$ cat src/rtl/pin_event_pkg.sv
package pin_event_pkg;
  localparam int WORD_W  = 32;
  localparam int FSEL_W  = 3;
  localparam int MODE_W  = 4;
  localparam int B_DIR   = 0;
  localparam int B_PEN   = 1;
  localparam int B_FSEL  = 8;
  localparam int B_LOCK  = 15;
  localparam int B_MODE  = 16;
  localparam int B_STAT  = 24;

  typedef struct packed {
    logic to_dma;
    logic to_irq;
    logic on_rise;
    logic on_fall;
    logic on_low;
    logic on_high;
  } mode_dec_t;

  function automatic mode_dec_t decode_mode(input logic [MODE_W-1:0] m);
    mode_dec_t d;
    d = '0;
    case (m)
      4'b0001: begin d.to_dma = 1'b1; d.on_rise = 1'b1; end
      4'b0010: begin d.to_dma = 1'b1; d.on_fall = 1'b1; end
      4'b0011: begin d.to_dma = 1'b1; d.on_rise = 1'b1; d.on_fall = 1'b1; end
      4'b1000: begin d.to_irq = 1'b1; d.on_low  = 1'b1; end
      4'b1001: begin d.to_irq = 1'b1; d.on_rise = 1'b1; end
      4'b1010: begin d.to_irq = 1'b1; d.on_fall = 1'b1; end
      4'b1011: begin d.to_irq = 1'b1; d.on_rise = 1'b1; d.on_fall = 1'b1; end
      4'b1100: begin d.to_irq = 1'b1; d.on_high = 1'b1; end
      default: d = '0;
    endcase
    return d;
  endfunction
endpackage

$ cat src/rtl/pin_sync.sv
module pin_sync #(
  parameter int STAGES = 2
) (
  input  logic clk,
  input  logic rst_n,
  input  logic d_async,
  output logic q_sync
);
  logic [STAGES-1:0] chain_q;

  generate
    for (genvar i = 0; i < STAGES; i++) begin : g_stage
      if (i == 0) begin : g_first
        always_ff @(posedge clk or negedge rst_n) begin
          if (!rst_n) chain_q[i] <= 1'b0;
          else        chain_q[i] <= d_async;
        end
      end else begin : g_next
        always_ff @(posedge clk or negedge rst_n) begin
          if (!rst_n) chain_q[i] <= 1'b0;
          else        chain_q[i] <= chain_q[i-1];
        end
      end
    end
  endgenerate

  assign q_sync = chain_q[STAGES-1];
endmodule

$ cat src/rtl/pin_cfg_reg.sv
module pin_cfg_reg
  import pin_event_pkg::*;
(
  input  logic              clk,
  input  logic              rst_n,
  input  logic              wr_en,
  input  logic              wr_dir,
  input  logic              wr_pen,
  input  logic [FSEL_W-1:0] wr_fsel,
  input  logic              wr_lock,
  input  logic [MODE_W-1:0] wr_mode,
  output logic              dir_q,
  output logic              pen_q,
  output logic [FSEL_W-1:0] fsel_q,
  output logic              lock_q,
  output logic [MODE_W-1:0] mode_q
);
  always_ff @(posedge clk or negedge rst_n) begin
    if (!rst_n) begin
      dir_q  <= 1'b0;
      pen_q  <= 1'b0;
      fsel_q <= '0;
      lock_q <= 1'b0;
    end else if (wr_en && !lock_q) begin
      dir_q  <= wr_dir;
      pen_q  <= wr_pen;
      fsel_q <= wr_fsel;
      lock_q <= wr_lock;
    end
  end

  always_ff @(posedge clk or negedge rst_n) begin
    if (!rst_n)     mode_q <= '0;
    else if (wr_en) mode_q <= wr_mode;
  end

  AST_LOCK_FREEZE: assert property (@(posedge clk) disable iff (!rst_n)
    lock_q |=> ($stable({dir_q, pen_q, fsel_q}) && lock_q)) else $error("lock");
endmodule

$ cat src/rtl/pin_detect.sv
module pin_detect
  import pin_event_pkg::*;
(
  input  logic              clk,
  input  logic              rst_n,
  input  logic              pin_s,
  input  logic [MODE_W-1:0] mode,
  input  logic              sw_clear,
  input  logic              dma_done,
  output logic              stat_q,
  output logic              irq,
  output logic              dma_req
);
  mode_dec_t dec;
  logic      prev_q;
  logic      rise, fall, hit, clr;

  assign dec  = decode_mode(mode);
  assign rise = pin_s & ~prev_q;
  assign fall = ~pin_s & prev_q;
  assign hit  = (dec.on_rise & rise) | (dec.on_fall & fall) |
                (dec.on_low & ~pin_s) | (dec.on_high & pin_s);
  assign clr  = sw_clear | (dma_done & dec.to_dma);

  always_ff @(posedge clk or negedge rst_n) begin
    if (!rst_n) begin
      prev_q <= 1'b0;
      stat_q <= 1'b0;
    end else begin
      prev_q <= pin_s;
      if (hit)      stat_q <= 1'b1;
      else if (clr) stat_q <= 1'b0;
    end
  end

  assign irq     = stat_q & dec.to_irq;
  assign dma_req = stat_q & dec.to_dma;

  AST_RSVD_QUIET: assert property (@(posedge clk) disable iff (!rst_n)
    (!stat_q && !dec.to_irq && !dec.to_dma) |=> !stat_q) else $error("rsvd");
  AST_LEVEL_REARM: assert property (@(posedge clk) disable iff (!rst_n)
    ((dec.on_low && !pin_s) || (dec.on_high && pin_s)) |=> stat_q) else $error("lvl");
  AST_W1C_CLEARS: assert property (@(posedge clk) disable iff (!rst_n)
    (sw_clear && !hit) |=> !stat_q) else $error("w1c");
  AST_DMA_AUTOCLR: assert property (@(posedge clk) disable iff (!rst_n)
    (dma_done && dec.to_dma && !hit) |=> !stat_q) else $error("dma");
  AST_ONE_TARGET: assert property (@(posedge clk) disable iff (!rst_n)
    !(irq && dma_req)) else $error("excl");
endmodule

$ cat src/rtl/pin_event_ctrl.sv
module pin_event_ctrl
  import pin_event_pkg::*;
#(
  parameter int SYNC_STAGES = 2
) (
  input  logic              clk,
  input  logic              rst_n,
  input  logic              wr_en,
  input  logic [WORD_W-1:0] wr_data,
  output logic [WORD_W-1:0] rd_data,
  input  logic              pin_in,
  input  logic              dma_done,
  output logic              pull_up,
  output logic              pull_dn,
  output logic [FSEL_W-1:0] mux_sel,
  output logic              irq,
  output logic              dma_req
);
  logic              dir_q, pen_q, lock_q, stat_q, pin_s, sw_clear, digital;
  logic [FSEL_W-1:0] fsel_q;
  logic [MODE_W-1:0] mode_q;
  logic              unused_wr_bits;

  assign unused_wr_bits = ^{wr_data[WORD_W-1:B_STAT+1], wr_data[B_STAT-1:B_MODE+MODE_W],
                            wr_data[B_LOCK-1:B_FSEL+FSEL_W], wr_data[B_FSEL-1:B_PEN+1]};

  pin_sync #(.STAGES(SYNC_STAGES)) u_sync (
    .clk(clk), .rst_n(rst_n), .d_async(pin_in), .q_sync(pin_s)
  );

  pin_cfg_reg u_cfg (
    .clk(clk), .rst_n(rst_n), .wr_en(wr_en),
    .wr_dir(wr_data[B_DIR]), .wr_pen(wr_data[B_PEN]),
    .wr_fsel(wr_data[B_FSEL +: FSEL_W]), .wr_lock(wr_data[B_LOCK]),
    .wr_mode(wr_data[B_MODE +: MODE_W]),
    .dir_q(dir_q), .pen_q(pen_q), .fsel_q(fsel_q), .lock_q(lock_q), .mode_q(mode_q)
  );

  assign sw_clear = wr_en & wr_data[B_STAT];

  pin_detect u_det (
    .clk(clk), .rst_n(rst_n), .pin_s(pin_s), .mode(mode_q),
    .sw_clear(sw_clear), .dma_done(dma_done),
    .stat_q(stat_q), .irq(irq), .dma_req(dma_req)
  );

  always_comb begin
    rd_data = '0;
    rd_data[B_DIR]              = dir_q;
    rd_data[B_PEN]              = pen_q;
    rd_data[B_FSEL +: FSEL_W]   = fsel_q;
    rd_data[B_LOCK]             = lock_q;
    rd_data[B_MODE +: MODE_W]   = mode_q;
    rd_data[B_STAT]             = stat_q;
  end

  assign digital = (fsel_q != '0);
  assign pull_up = pen_q & dir_q & digital;
  assign pull_dn = pen_q & ~dir_q & digital;
  assign mux_sel = fsel_q;

  AST_PULL_EXCL: assert property (@(posedge clk) disable iff (!rst_n)
    !(pull_up && pull_dn)) else $error("pull");
endmodule

$ cat config.mk
export PLATFORM = sky130hd
export DESIGN_NAME = pin_event_ctrl
export DESIGN_NICKNAME = d
export VERILOG_FILES = /design/src/rtl/pin_event_pkg.sv /design/src/rtl/pin_sync.sv /design/src/rtl/pin_cfg_reg.sv /design/src/rtl/pin_detect.sv /design/src/rtl/pin_event_ctrl.sv
export SDC_FILE = /design/constraint.sdc
export NUM_CORES = 1
export LEC_CHECK = 0
export BUFFER_PORTS_ARGS = -buffer_cell sky130_fd_sc_hd__buf_2
export CAP_MARGIN = 20
export CORE_MARGIN = 2
export CORE_UTILIZATION = 36
export CTS_CLUSTER_DIAMETER = 200
export DETAILED_ROUTE_END_ITERATION = 8
export GPL_ROUTABILITY_DRIVEN = 0
export PLACE_DENSITY_LB_ADDON = 0.15
export REMOVE_ABC_BUFFERS = 1
export SLEW_MARGIN = 30
export SYNTH_ARGS = -nofsm -noshare
export SYNTH_HDL_FRONTEND = slang
export SYNTH_SLANG_ARGS = --single-unit
$ cat constraint.sdc
create_clock -name clk -period 1.5 [get_ports clk]
set_input_delay 0.15 -clock clk [delete_from_list [all_inputs] [get_ports clk]]
set_output_delay 0.15 -clock clk [all_outputs]
set_load 0.01 [all_outputs]
# Word-level counts from Yosys, hierarchy flattened

Index checks and enable logic that the tools add are counted.

Register bits after elaboration: 14
Output and inout port bits: 39

Mux-type cells: 8
Reductions and logical operators: 8
Bitwise logic cells: 21
Equal/unequal tests: 8

Operators with widths:

| operator                                            | count |
|---|---|
| equality test 4 bit, second input constant          | 5 |
| bitwise AND 1 bit                                   | 14 |
| equality test 4 x 2 -> 1 bit, second input constant | 2 |
| 2-to-1 mux 1 bit                                    | 8 |
| OR reduction 4 bit                                  | 2 |
| OR reduction 5 bit                                  | 1 |
| equality test 4 x 1 -> 1 bit, second input constant | 1 |
| OR 1 bit                                            | 4 |
| NOT 1 bit                                           | 3 |
| nonzero test 3 bit                                  | 1 |
| OR reduction 3 bit                                  | 1 |
| nonzero test 2 bit                                  | 1 |
| logical AND 1 bit                                   | 1 |
| zero test 1 bit                                     | 1 |

# Depth between registers and ports, before layout

Word-level depth: 8
Gate-level depth with buffers: 5
Depth with buffers taken out: 3

# Cells and area by module

A second synthesis with hierarchy kept.

Cells, all modules: 71
Area, all modules: 795.8 sq um

Modules (own cells, without submodules):

| module         | area an instance (sq um) | cells an instance | instances |
|---|---|---|---|
| pin_cfg_reg    | 370.4                    | 21                | 1 |
| pin_event_ctrl | 244.0                    | 34                | 1 |
| pin_detect     | 131.4                    | 14                | 1 |
| pin_sync       | 50.0                     | 2                 | 1 |

# Least setup slack after synthesis

OpenSTA, ideal clock, no wires.

Path kind: flip-flop to output port
From: reg u_cfg.mode_q[2]
To: out dma_req
Stages on the path, launching flop included: 2
Data arrival time: 0.960 ns
Slack: 0.390 ns
Data required time: 1.350 ns
Cells stage by stage: dfrtp_1 > nor4b_1

Longest elaborated chain between the ends: 4
Elaborated cells between the ends (all ways): 6
Classes of those cells: eq/ne: 3; mux: 1; bitwise: 1; reduce/logical: 1

RTL lines:

| what                                                                                | RTL line             | RTL |
|---|---|---|
| start: declaration                                                                  | pin_cfg_reg.sv:16    | `output logic [MODE_W-1:0] mode_q` |
| start signal: assignment                                                            | pin_cfg_reg.sv:34    | `else if (wr_en) mode_q <= wr_mode;` |
| equality test 4 x 1 -> 1 bit / equality test 4 x 2 -> 1 bit (equally long branches) | pin_event_pkg.sv:24  | `case (m)` |
| OR reduction 3 bit (no line) *                                                      | -                    |  |
| 2-to-1 mux 1 bit *                                                                  | pin_event_pkg.sv:24  |  |
| bitwise AND 1 bit *                                                                 | pin_detect.sv:37     | `assign dma_req = stat_q & dec.to_dma;` |
| end: declaration                                                                    | pin_event_ctrl.sv:17 | `output logic dma_req` |

Every way passes the cells marked *; elsewhere a longest branch is shown, timed or not.

# Final worst setup path

From: reg u_cfg.mode_q[2]
To: out irq

Longest elaborated chain between the ends: 4
Elaborated cells between the ends (all ways): 8
Classes of those cells: eq/ne: 5; mux: 1; bitwise: 1; reduce/logical: 1

RTL lines:

| what                           | RTL line             | RTL |
|---|---|---|
| equality test 4 bit            | pin_event_pkg.sv:24  |  |
| OR reduction 5 bit (no line) * | -                    |  |
| 2-to-1 mux 1 bit *             | pin_event_pkg.sv:24  |  |
| bitwise AND 1 bit *            | pin_detect.sv:36     | `assign irq = stat_q & dec.to_irq;` |
| end: declaration               | pin_event_ctrl.sv:16 | `output logic irq,` |

Marked as above.

==> out/results.tsv <==
metric	value	unit
final_instance_count_without_filler_cells	131	
netlist_area	825	sq um
static-leakage-power	0.000491	uW
postLayoutCoreUtil	0.424	
clock_latency	270	ps
groute.layer.met1.usage	0.131	
number_of_search_and_repair_iterations_in_the_first_detailed_routing_pass	4	
routed_wire_length_per_instance	9.23	um
grt_pass1_wl	1870	um
drt_wl_total	1210	um
fin_hold_ws	81.0	ps
synth_seq_cells	14	
rsz0062_at_grt	false	
grt-busiest-layer	met1	
final_net_count	141	
antenna_found_initial	0	
grtUsageMet3	0.0517	
core	2190	sq um
synth_cells	74	
final_antenna_net_count	0	
final.min_clock_period	1360	ps
number_of_unique_standard_cell_types_used_by_synthesis	21	
fillers	212	
grt_max_degree	15	
crit_arrival	1210	ps
initial_core_util	0.376	
run_status	complete, no violations	
finalSetupTns	0	ps
antenna-diode-count	0	
finalClockSkew	2.08	ps
cts-root-to-sink-buffers	2	
drc	0	
synth_seq_area_share	0.425	
critical_path.startpoint_type	flop	
pwr_density_cell	1110	nW/um^2
synthesis.yosys.warnings	0	
post-dp-hpwl	965	um
global_route.usage.met2	0.131	
vdd_drop_max	0.611	mV
drive_above_1_share	0.466	
design.die.area	2690	sq um
gr-total-overflow	0	
via_per_inst	4.08	
class_of_the_tightest_hold_or_removal_check	input pin to flop	
num_cts_buffers	3	
num_io_pins	76	
drt_iter0_markers	4	
final-hold-violation-count	0	
ctsRootBufferMaster	sky130_fd_sc_hd__clkbuf_4	
max_cap_viol_count	0	
avgSynthCellArea	11.1	sq um
first_global_vias	417	
clock_sinks	14	
ctsHtreeMaxLevel	1	
clock_tree_from_tritoncts	yes	
std_cell_rows	17	
timing.setup.critical_path_class	flop to output port	
die_height	51.9	um
max_clock_freq	736	MHz
area_growth	12.7	%
dp.cells	125	
cp.required	1350	ps
report.final.setup_viol	0	
port_buffer_cells	33	
timing.critical_path.fanout_max	8	
finalCritPeriodShare	0.906	
cts.clk_slew.worst_paths	80	ps
grt_util_all_layers	0.0981	
dr_total_vias	534	
cp-end-kind	output port	
die_width	51.9	um
report.final.slew_viol_count	0	
critical path: stages, from the launching register on:
cell and delay, ps:
sky130_fd_sc_hd__dfrtp_1 500, sky130_fd_sc_hd__o21ai_0 120, sky130_fd_sc_hd__and3_1 190, sky130_fd_sc_hd__buf_2 130
cells in the final DEF, fill, tap and decap left out, types with 2 or more instances in the layout:
cell type	synthesis	routed
sky130_fd_sc_hd__mux2_2	4	4
sky130_fd_sc_hd__conb_1	1	21
sky130_fd_sc_hd__clkbuf_4	0	3
sky130_fd_sc_hd__nand3_1	2	2
sky130_fd_sc_hd__mux2_4	4	4
sky130_fd_sc_hd__o21ai_0	2	2
sky130_fd_sc_hd__dfrtp_1	14	14
sky130_fd_sc_hd__buf_2	0	33
sky130_fd_sc_hd__nor2_1	4	4
sky130_fd_sc_hd__inv_1	2	2
sky130_fd_sc_hd__dlygate4sd3_1	0	2
metrics by stage:
stage / setup slack, ps / power (uW) / cell area (sq um)
3_5_place_dp: 398 / 767 / 867
6_report: 141 / 1030 / 930
4_1_cts: 82.4 / 1040 / 923
3_3_place_gp: 425 / 767 / 867
5_1_grt: 9.58 / 1110 / 930
2_1_floorplan: 390 / 642 / 667
worst paths after layout:
kind / from / end / slack, ps / depth (start not counted)
worst max-delay path: u_cfg.mode_q[2] / irq / 140 / 3
min in group asynchronous: rst_n / u_cfg.mode_q[3] / 290 / 2
worst max register to register: u_cfg.mode_q[2] / u_det.stat_q / 410 / 2
worst min register to register: u_sync.chain_q[0] / u_sync.q_sync / 350 / 0
worst min-delay path: wr_data[0] / u_cfg.dir_q / 80 / 3
max in group asynchronous: rst_n / u_sync.q_sync / 970 / 2
layout make-up:
| class | count | area, sq um | area share |
|---|---|---|---|
| inverter | 2 | 7.51 | 0.00808 |
| sequential | 14 | 350 | 0.377 |
| tap | 28 | 35.0 | 0.0377 |
| timing repair buffer | 35 | 185 | 0.199 |
| clock buffer | 4 | 36.3 | 0.0390 |
| multi-input combinational | 48 | 315 | 0.339 |
metal layers:
layer	share of wire	vias up
met5	0	-
met4	0	0
met3	0.14	0
met2	0.41	45
met1	0.45	235
li1	-	254
power by group:
group          internal, uW  switching, uW
clock network           147            117
registers               430           52.1
logic                   142            140
total                   720            309
cells by family after synthesis:
group / synth area share
buffers and inverters: 0.291
flip-flops: 0.425
AND/OR/NAND/NOR: 0.0819
multiplexers: 0.127
AO/OA/AOI/OAI: 0.0592
XOR/XNOR: 0.0106
other: 0.00455
what timing repair did:
item | CTS | global route
buffers inserted | 0 | 0
hold endpoints to repair | 15 | 0
setup endpoints to repair | 0 | 1
gates resized for setup | 0 | 1
hold buffers | 2 | 0
sequential cells by signal (all words and copies together), names as in the netlist:
| register | cells |
|---|---|
| u_cfg.dir_q | 1 |
| u_sync.chain_q | 1 |
| u_cfg.pen_q | 1 |
| u_cfg.fsel_q | 3 |
| u_det.stat_q | 1 |
| u_det.prev_q | 1 |
| u_cfg.mode_q | 4 |
| u_sync.q_sync | 1 |
| u_cfg.lock_q | 1 |
cells in the mapped netlist:
cell | count | share of area
sky130_fd_sc_hd__mux2_4 | 4 | 0.073
sky130_fd_sc_hd__buf_4 | 28 | 0.25
sky130_fd_sc_hd__nor4b_1 | 1 | 0.011
sky130_fd_sc_hd__o31ai_1 | 1 | 0.0091
sky130_fd_sc_hd__conb_1 | 1 | 0.0045
sky130_fd_sc_hd__dfrtp_1 | 14 | 0.42
sky130_fd_sc_hd__o41ai_1 | 1 | 0.011
sky130_fd_sc_hd__a21boi_0 | 1 | 0.0091
sky130_fd_sc_hd__and3_1 | 1 | 0.0076
sky130_fd_sc_hd__nor4bb_1 | 1 | 0.012
sky130_fd_sc_hd__a31oi_1 | 1 | 0.0076
sky130_fd_sc_hd__nand3_1 | 2 | 0.012
sky130_fd_sc_hd__a21o_2 | 1 | 0.011
sky130_fd_sc_hd__inv_1 | 2 | 0.0091
sky130_fd_sc_hd__nor2_1 | 4 | 0.018
sky130_fd_sc_hd__nor2b_4 | 1 | 0.017
sky130_fd_sc_hd__buf_6 | 2 | 0.027
sky130_fd_sc_hd__xnor2_1 | 1 | 0.011
sky130_fd_sc_hd__nand2_1 | 1 | 0.0045
sky130_fd_sc_hd__mux2_2 | 4 | 0.055
sky130_fd_sc_hd__o21ai_0 | 2 | 0.012
Power figures use the tool's default switching activity.
